$ cat src/rtl/alrsp_pkg.sv
`timescale 1ns/1ps
package alrsp_pkg;

    localparam int BYTE_W = 8;
    localparam int CNT_W  = $clog2(BYTE_W);

    typedef enum logic [2:0] {
        ST_IDLE,
        ST_RX,
        ST_ACK_WAIT,
        ST_ACK_DRV,
        ST_TX,
        ST_WAIT_STOP
    } resp_state_t;

    // Synchronized bus view and the events derived from it.
    typedef struct packed {
        logic scl_rise;
        logic scl_fall;
        logic start;
        logic stop;
        logic scl;
        logic sda;
    } bus_ev_t;

    // A 7-bit address followed by the read flag (1).
    function automatic logic [BYTE_W-1:0] addr_rd(input logic [6:0] a);
        return {a, 1'b1};
    endfunction

endpackage

$ cat src/rtl/alrsp_sync.sv
`timescale 1ns/1ps
module alrsp_sync
    import alrsp_pkg::*;
#(
    parameter int STAGES = 2
) (
    input  logic    clk,
    input  logic    rst,
    input  logic    scl_i,
    input  logic    sda_i,
    output bus_ev_t ev_o
);
    // STAGES must be at least 2.
    logic [STAGES-1:0] scl_sh, sda_sh;
    logic              scl_q, sda_q;
    logic              scl_s, sda_s;

    always_ff @(posedge clk) begin
        if (rst) begin
            scl_sh <= '1;
            sda_sh <= '1;
            scl_q  <= 1'b1;
            sda_q  <= 1'b1;
        end else begin
            scl_sh <= {scl_sh[STAGES-2:0], scl_i};
            sda_sh <= {sda_sh[STAGES-2:0], sda_i};
            scl_q  <= scl_sh[STAGES-1];
            sda_q  <= sda_sh[STAGES-1];
        end
    end

    assign scl_s = scl_sh[STAGES-1];
    assign sda_s = sda_sh[STAGES-1];

    always_comb begin
        ev_o.scl      = scl_s;
        ev_o.sda      = sda_s;
        ev_o.scl_rise = scl_s & ~scl_q;
        ev_o.scl_fall = ~scl_s & scl_q;
        ev_o.start    = scl_s & scl_q & sda_q & ~sda_s;
        ev_o.stop     = scl_s & scl_q & ~sda_q & sda_s;
    end

endmodule

$ cat src/rtl/alrsp_fsm.sv
`timescale 1ns/1ps
module alrsp_fsm
    import alrsp_pkg::*;
#(
    parameter logic [6:0] QUERY_ADDR = 7'b0001100,
    parameter logic [6:0] OWN_ADDR   = 7'b1100100
) (
    input  logic    clk,
    input  logic    rst,
    input  bus_ev_t ev_i,
    input  logic    alert_i,
    output logic    sda_pull_o,
    output logic    busy_o,
    output logic    win_o
);
    localparam logic [BYTE_W-1:0] MATCH_BYTE = addr_rd(QUERY_ADDR);
    localparam logic [BYTE_W-1:0] TX_BYTE    = addr_rd(OWN_ADDR);
    localparam logic [CNT_W-1:0]  LAST_BIT   = CNT_W'(BYTE_W - 1);

    resp_state_t       state;
    logic [CNT_W-1:0]  cnt, cnt_nxt;
    logic [BYTE_W-1:0] shreg, rx_byte;
    logic              tx_bit, lost_now;

    assign cnt_nxt  = cnt + 1'b1;
    assign rx_byte  = {shreg[BYTE_W-2:0], ev_i.sda};
    assign tx_bit   = TX_BYTE[LAST_BIT - cnt];
    assign lost_now = tx_bit & ~ev_i.sda;
    assign win_o    = (state == ST_TX) & ev_i.scl_rise & ~lost_now & (cnt == LAST_BIT);
    assign busy_o   = (state != ST_IDLE);

    always_ff @(posedge clk) begin
        if (rst) begin
            state      <= ST_IDLE;
            cnt        <= '0;
            shreg      <= '0;
            sda_pull_o <= 1'b0;
        end else if (ev_i.stop) begin
            state      <= ST_IDLE;
            sda_pull_o <= 1'b0;
        end else if (ev_i.start) begin
            state      <= ST_RX;
            cnt        <= '0;
            sda_pull_o <= 1'b0;
        end else begin
            unique case (state)
                ST_RX: if (ev_i.scl_rise) begin
                    shreg <= rx_byte;
                    cnt   <= cnt_nxt;
                    if (cnt == LAST_BIT)
                        state <= (rx_byte == MATCH_BYTE && alert_i) ? ST_ACK_WAIT : ST_WAIT_STOP;
                end
                ST_ACK_WAIT: if (ev_i.scl_fall) begin
                    sda_pull_o <= 1'b1;
                    state      <= ST_ACK_DRV;
                end
                ST_ACK_DRV: if (ev_i.scl_fall) begin
                    sda_pull_o <= ~TX_BYTE[BYTE_W-1];
                    cnt        <= '0;
                    state      <= ST_TX;
                end
                ST_TX: begin
                    if (ev_i.scl_rise && (lost_now || cnt == LAST_BIT))
                        state <= ST_WAIT_STOP;
                    else if (ev_i.scl_fall) begin
                        cnt        <= cnt_nxt;
                        sda_pull_o <= ~TX_BYTE[LAST_BIT - cnt_nxt];
                    end
                end
                default: ;
            endcase
        end
    end

    // a new pull-down begins only on a falling SCL edge.
    a_r9_pull_on_fall: assert property (@(posedge clk) disable iff (rst)
        $rose(sda_pull_o) |-> $past(ev_i.scl_fall));

    // a STOP leaves the block idle with SDA released.
    a_r1_stop_idles: assert property (@(posedge clk) disable iff (rst)
        $past(ev_i.stop) |-> (!busy_o && !sda_pull_o));

    // an acknowledge is only driven while the alert latch is set.
    a_r2_ack_needs_alert: assert property (@(posedge clk) disable iff (rst)
        (state == ST_ACK_DRV) |-> alert_i);

endmodule

$ cat src/rtl/alrsp_alert.sv
`timescale 1ns/1ps
module alrsp_alert (
    input  logic clk,
    input  logic rst,
    input  logic evt_i,
    input  logic busy_i,
    input  logic win_i,
    output logic alert_o
);
    logic pend;

    always_ff @(posedge clk) begin
        if (rst) begin
            alert_o <= 1'b0;
            pend    <= 1'b0;
        end else begin
            if (win_i)
                alert_o <= 1'b0;
            if (evt_i) begin
                if (busy_i) pend <= 1'b1;
                else        alert_o <= 1'b1;
            end
            if (!busy_i && pend) begin
                alert_o <= 1'b1;
                pend    <= 1'b0;
            end
        end
    end

    // the alert only clears after a winning byte.
    a_r6_clear_on_win: assert property (@(posedge clk) disable iff (rst)
        $fell(alert_o) |-> $past(win_i));

    // the alert is never raised in the middle of a transfer.
    a_r8_set_when_idle: assert property (@(posedge clk) disable iff (rst)
        $rose(alert_o) |-> !$past(busy_i));

endmodule

$ cat src/rtl/smb_alert_responder.sv
`timescale 1ns/1ps
module smb_alert_responder
    import alrsp_pkg::*;
#(
    parameter logic [6:0] QUERY_ADDR  = 7'b0001100,
    parameter logic [6:0] OWN_ADDR    = 7'b1100100,
    parameter int         SYNC_STAGES = 2
) (
    input  logic clk,
    input  logic rst,
    input  logic scl_i,
    input  logic sda_i,
    input  logic alert_evt_i,
    output logic sda_pull_o,
    output logic alert_n_o
);
    bus_ev_t ev;
    logic    alert, busy, win;

    alrsp_sync #(.STAGES(SYNC_STAGES)) u_sync (
        .clk   (clk),
        .rst   (rst),
        .scl_i (scl_i),
        .sda_i (sda_i),
        .ev_o  (ev)
    );

    alrsp_fsm #(.QUERY_ADDR(QUERY_ADDR), .OWN_ADDR(OWN_ADDR)) u_fsm (
        .clk        (clk),
        .rst        (rst),
        .ev_i       (ev),
        .alert_i    (alert),
        .sda_pull_o (sda_pull_o),
        .busy_o     (busy),
        .win_o      (win)
    );

    alrsp_alert u_alert (
        .clk     (clk),
        .rst     (rst),
        .evt_i   (alert_evt_i),
        .busy_i  (busy),
        .win_i   (win),
        .alert_o (alert)
    );

    assign alert_n_o = ~alert;

    // SDA stays released while the sequencer waits for STOP.
    a_r10_released_after_win: assert property (@(posedge clk) disable iff (rst)
        $past(win) |-> !sda_pull_o);

endmodule

$ cat config.mk
export PLATFORM = sky130hd
export DESIGN_NAME = smb_alert_responder
export DESIGN_NICKNAME = d
export VERILOG_FILES = /design/src/rtl/alrsp_pkg.sv /design/src/rtl/alrsp_sync.sv /design/src/rtl/alrsp_fsm.sv /design/src/rtl/alrsp_alert.sv /design/src/rtl/smb_alert_responder.sv
export SDC_FILE = /design/constraint.sdc
export NUM_CORES = 1
export LEC_CHECK = 0
export BUFFER_PORTS_ARGS = -buffer_cell sky130_fd_sc_hd__buf_2
export CELL_PAD_IN_SITES_DETAIL_PLACEMENT = 0
export CELL_PAD_IN_SITES_GLOBAL_PLACEMENT = 1
export CORE_ASPECT_RATIO = 0.9
export CORE_UTILIZATION = 40
export CTS_CLUSTER_DIAMETER = 100
export DETAILED_ROUTE_END_ITERATION = 16
export GPL_TIMING_DRIVEN = 0
export PLACE_DENSITY = 0.67
export SYNTH_ARGS = -nofsm -noshare
export SYNTH_HDL_FRONTEND = slang
export SYNTH_HIERARCHICAL = 1
export SYNTH_SLANG_ARGS = --single-unit
$ cat constraint.sdc
create_clock -name clk -period 3.44 [get_ports clk]
set_input_delay 0.344 -clock clk [delete_from_list [all_inputs] [get_ports clk]]
set_output_delay 0.344 -clock clk [all_outputs]
set_load 0.03 [all_outputs]
; After elaboration in Yosys (flattened, before gate mapping)
; Memory sizes are Yosys's and may differ from the RTL's.
; Cells that the tools add are included.
[totals]
register_bits = 22
latch_bits = 0
ramBits = 0
mem_bits_ro = 16
in_bits = 5
output_inout_bits = 2
word_cells = 102
n_memories = 2
[mem_list]
columns = memory, depth, word_bits, read_ports, rd_ports_with_merged_regs, wr, line
row1 = (no name shown), 8, 1, 1, 0, 0, alrsp_fsm.sv:67  ; sda_pull_o <= ~TX_BYTE[LAST_BIT - cnt_nxt];
row2 = (no name shown), 8, 1, 1, 0, 0, alrsp_fsm.sv:27  ; assign tx_bit = TX_BYTE[LAST_BIT - cnt];
[classes]
n_addsub = 3
n_mul = 0
n_div = 0
magnitude_cmp = 2
eq_ne = 20
n_shift = 0
muxes = 25
n_bitwise = 20
n_reduce_logical = 19
[op_table]
columns = operator, n
row1 = $mux W3, 11
row2 = $reduce_and A6 Y1, 3
row3 = $ne A3 B3 Y1 const B, 5
row4 = $pmux W3 S4, 1
row5 = $and A1 B1 Y1, 11
row6 = $mux W1, 11
row7 = $ne A2 B2 Y1 const B, 5
row8 = $not A1 Y1, 9
row9 = $pmux W3 S3, 1
row10 = $eq A8 B5 Y1 const B, 1
row11 = $lt A3 B4 Y1 const B, 2
row12 = $reduce_bool A4 Y1, 2
row13 = $eq A3 B2 Y1 const B, 2
row14 = $eq A3 B3 Y1 const B, 2
row15 = $ne A3 B2 Y1 const B, 2
row16 = $reduce_bool A3 Y1, 2
row17 = $sub A3 B3 Y3 const A, 2
row18 = $reduce_and A5 Y1, 1
row19 = $reduce_bool A5 Y1, 1
row20 = $ne A2 B1 Y1 const B, 2
row21 = $reduce_and A4 Y1, 1
row22 = $reduce_or A2 Y1, 2
row23 = $add A3 B1 Y3 const B, 1
row24 = $eq A3 B1 Y1 const B, 1
row25 = other kinds (6), 8

; Depth between registers and ports, before layout
[logic_depth]
depth_word = 11
mapped_depth = 7
ltp_nobuf = 7

; By module
; Netlist, hierarchy kept.
[by_module_without_submodules]
columns = module, instances, cells_each, area_each_um2, seq_area_each_um2
row1 = alrsp_fsm, 1, 89, 795.8, 280.3
row2 = alrsp_sync, 1, 18, 205.2, 120.1
row3 = alrsp_alert, 1, 6, 66.3, 40.0
row4 = smb_alert_responder, 1, 1, 3.8, 0.0

; Worst setup path after synthesis
; Ideal clock, no wire load.
[synth_path]
path_kind = register to register
from = register u_fsm.cnt[0]
to = register u_fsm.state[1]
setup_time_ns = 0.103
arrival_time_ns = 1.619
required_ns = 3.337
setup_slack_ns = 1.718
path_stages_with_launch = 6
n_path_buf = 0
synth_period_minus_slack_ns = 1.722
cell_sequence = dfxtp_1 ha_1 a211oi_2 a311oi_1 nand2b_1 a2111oi_2
[synth_via]
elab_chain_len = 8
word_cells_on_any_way = 10
classes_between = 1 x add/sub / 3 x eq/ne / 1 x mux / 1 x bitwise / 3 x reduce/logical / 1 x memory
[synth_lines]
columns = element, line
row1 = "start, declared", alrsp_fsm.sv:21  ; logic [CNT_W-1:0] cnt, cnt_nxt;
row2 = "start signal, assigned", alrsp_fsm.sv:49  ; cnt <= cnt_nxt;
row3 = "start signal, assigned", alrsp_fsm.sv:66  ; cnt <= cnt_nxt;
row4 = $sub A3 B3 Y3, alrsp_fsm.sv:27
row5 = $mem_v2 Z8 W1, -
row6 = $mux W1 (implied by the code), alrsp_fsm.sv:27
row7 = $and A1 B1 Y1, alrsp_fsm.sv:28  ; assign lost_now = tx_bit & ~ev_i.sda;
row8 = $logic_or A1 B1 Y1, alrsp_fsm.sv:63  ; if (ev_i.scl_rise && (lost_now || cnt == LAST_BIT))
row9 = $logic_and A1 B1 Y1, alrsp_fsm.sv:63
row10 = $ne A2 B2 Y1 (no line), -
row11 = $reduce_and A6 Y1 (no line) *, -
row12 = "end signal, assigned", alrsp_fsm.sv:51  ; state <= (rx_byte == MATCH_BYTE && alert_i) ? ST_ACK_WAIT : ST_WAIT_STOP;
row13 = "end, declared", alrsp_fsm.sv:20  ; resp_state_t state;
; Mark *: on every way between the ends. The rest lies on a longest branch, timed or not. The select of a mux whose other input is x is not followed.
; A chain may end at the register's enable or synchronous reset.

; Final worst setup path
; Same ends and word-level chain as after synthesis.

==> impl_metrics.ini <==
[timing]
maxSlewViolCount = 0
slew_headroom = 0.6739
setup_violations = 0
setup_tns_ns = 0
worstMarginPinSlew_ns = 0.4859
fin_crit_ns = 1.921
fin_crit_sh = 0.5585
fmax_ghz = 0.5205
fin_hold_ws_ns = 0.2046
fin_ws_ns = 1.519
hold_viol = 0
rsz0062_at_grt = no
clock_skew_ns = 0.005586

[global_route]
grt_pass1_vias = 797
grt_start_max_net_pins = 14
grt-ovfl-total = 0
grtUsageTotal = 0.1643
grt_pass1_wl_mm = 3.588
antenna_found_initial = 0

[clock_network]
root_buffer = clkbuf_4
post_cts_resized = 0
postCtsSetupRepairBufs = 0
clock-sinks = 22
htree_levels = 1
cts_tree = done
cts-buffers-inserted = 3
path_clk_slew_ns = 0.12
clk_latency_ns = 0.31
cts-hold-fix-buffers = 0
clockBufferDepth = 2

[placed_design]
place_area_mm2 = 0.001129
post-dp-hpwl_mm = 1.439
gp_congestion = 0.8349
port_buffers = 6
pre_cts_slack_ns = 1.537
dpl.cell_count = 147

[setup_path]
r2r_end = u_fsm/state[1]$_SDFFE_PP0P_
critPathLaunchType = flip-flop
reg2reg_depth = 5
required_ns = 3.66
reg2reg_from = u_fsm/cnt[0]$_SDFFE_PP0P_
critPathKind = flip-flop to flip-flop
crit_arrival_ns = 2.14
r2r_setup_slack_ns = 1.52
crit_path_end_kind = flip-flop
crit_fanout = 4

[routing]
dr.pass1.iters = 4
via_count = 827
vias_per_cell = 5.477
wl_per_cell_um = 12.89
drc = 0
drt-total-wl_mm = 1.946
drtAntennaViolNets = 0
drtIter0Drc = 20

[logic_synthesis]
ys.warnings.count = 6
syn_area_mm2 = 0.001064
synth_cells = 113
avgSynthCellArea_um2 = 9.412
syn_nets = 120

[finish]
diodes = 0
drive_above_1_share = 0.1463
multiInputGateArea_um2 = 594.3
syn2layout_area_growth_pct = 11.06
fillers = 241
nNetsFinal = 131
final_area_mm2 = 0.001181
final_util = 0.4746
finalNonFillerCells = 151
regArea_um2 = 440.4

[min_path]
holdPathEnd = u_sync/scl_sh[0]$_SDFF_PP1_
holdPathStages = 2
hold_path_class = primary input to flip-flop
worstHoldStart = scl_i

[floorplan]
ios = 7
coreArea_mm2 = 0.002489
design.die.area_mm2 = 0.002869
initial_core_util = 0.4274
die_x_um = 56.35
num_rows = 17
die_h_um = 50.92

[pwr]
p_leak_nw = 0.5258
max-vdd-ir-drop_v = 0.0003035
p_per_area_mw_per_mm2 = 414.5
p_total_uw = 489.6

[run_status]
status = complete, no violations

[run]
max-cap-violations = 0
-- per-layer routing --
| layer | wire length (um) | vias up | global-route usage |
|---|---|---|---|
| met5 | 0 | - | 0 |
| met4 | 55 | 0 | 0.08537 |
| met3 | 77 | 7 | 0.05570 |
| met2 | 823 | 16 | 0.2480 |
| met1 | 990 | 386 | 0.2085 |
| li1 | - | 418 | - |
-- sequential cells by signal, indices dropped and copies added, names as in the netlist --
signal and cells:
u_sync/scl_q 1, u_sync/sda_q 1, u_sync/scl_sh 2, u_fsm/sda_pull_o 1, u_fsm/cnt 3, u_fsm/state 3
u_alert/pend 1, u_alert/alert_o 1, u_sync/sda_sh 2, u_fsm/shreg 7
-- critical path, cell delays in order, from the launching register on --
cell,delay [ns]
dfxtp_1,0.36
ha_1,0.35
a211oi_2,0.35
a311oi_1,0.22
nand2b_1,0.21
a2111oi_2,0.33
-- report_power, final --
part           switching (mW)  leakage (nW)  internal [mW]
sequential            0.00354         0.179          0.260
combinational          0.0174         0.319         0.0131
clock                  0.0777        0.0279          0.118
-- layout make-up --
type / count / area share
sequential: 22 / 0.3729
timing repair buffer: 6 / 0.02542
buffer: 4 / 0.01801
clock buffer: 3 / 0.01907
multi-input combinational: 85 / 0.5032
tap: 28 / 0.02966
inverter: 2 / 0.006356
clock inverter: 1 / 0.02542
-- how the worst max path moves through the flow --
stage | from | end | slack [ns] | depth (start not counted)
floorplan | u_fsm/cnt[0]$_SDFFE_PP0P_ | u_fsm/state[1]$_SDFFE_PP0P_ | 1.72 | 5
global placement | u_fsm/cnt[0]$_SDFFE_PP0P_ | u_fsm/state[1]$_SDFFE_PP0P_ | 1.54 | 5
detailed placement | u_fsm/cnt[0]$_SDFFE_PP0P_ | u_fsm/state[1]$_SDFFE_PP0P_ | 1.54 | 5
CTS | u_fsm/cnt[0]$_SDFFE_PP0P_ | u_fsm/state[1]$_SDFFE_PP0P_ | 1.51 | 5
global route | u_fsm/cnt[0]$_SDFFE_PP0P_ | u_fsm/state[1]$_SDFFE_PP0P_ | 1.34 | 5
finish | u_fsm/cnt[0]$_SDFFE_PP0P_ | u_fsm/state[1]$_SDFFE_PP0P_ | 1.52 | 5
-- cells in the final DEF (no fill, tap or decap), types with 2 or more instances in the layout --
cell      count
clkbuf_4      3
and4b_1       2
o21a_1        2
mux2i_1      10
nor2_1       13
nor2b_1       5
nand2_1       5
buf_2         8
or2_1         6
or3_1         4
nand2b_1      7
nor3b_1       3
a21oi_1       6
nor3_1        2
dfxtp_1      22
inv_1         2
ha_1          2
Note: power is estimated with default switching activity, not from simulation.
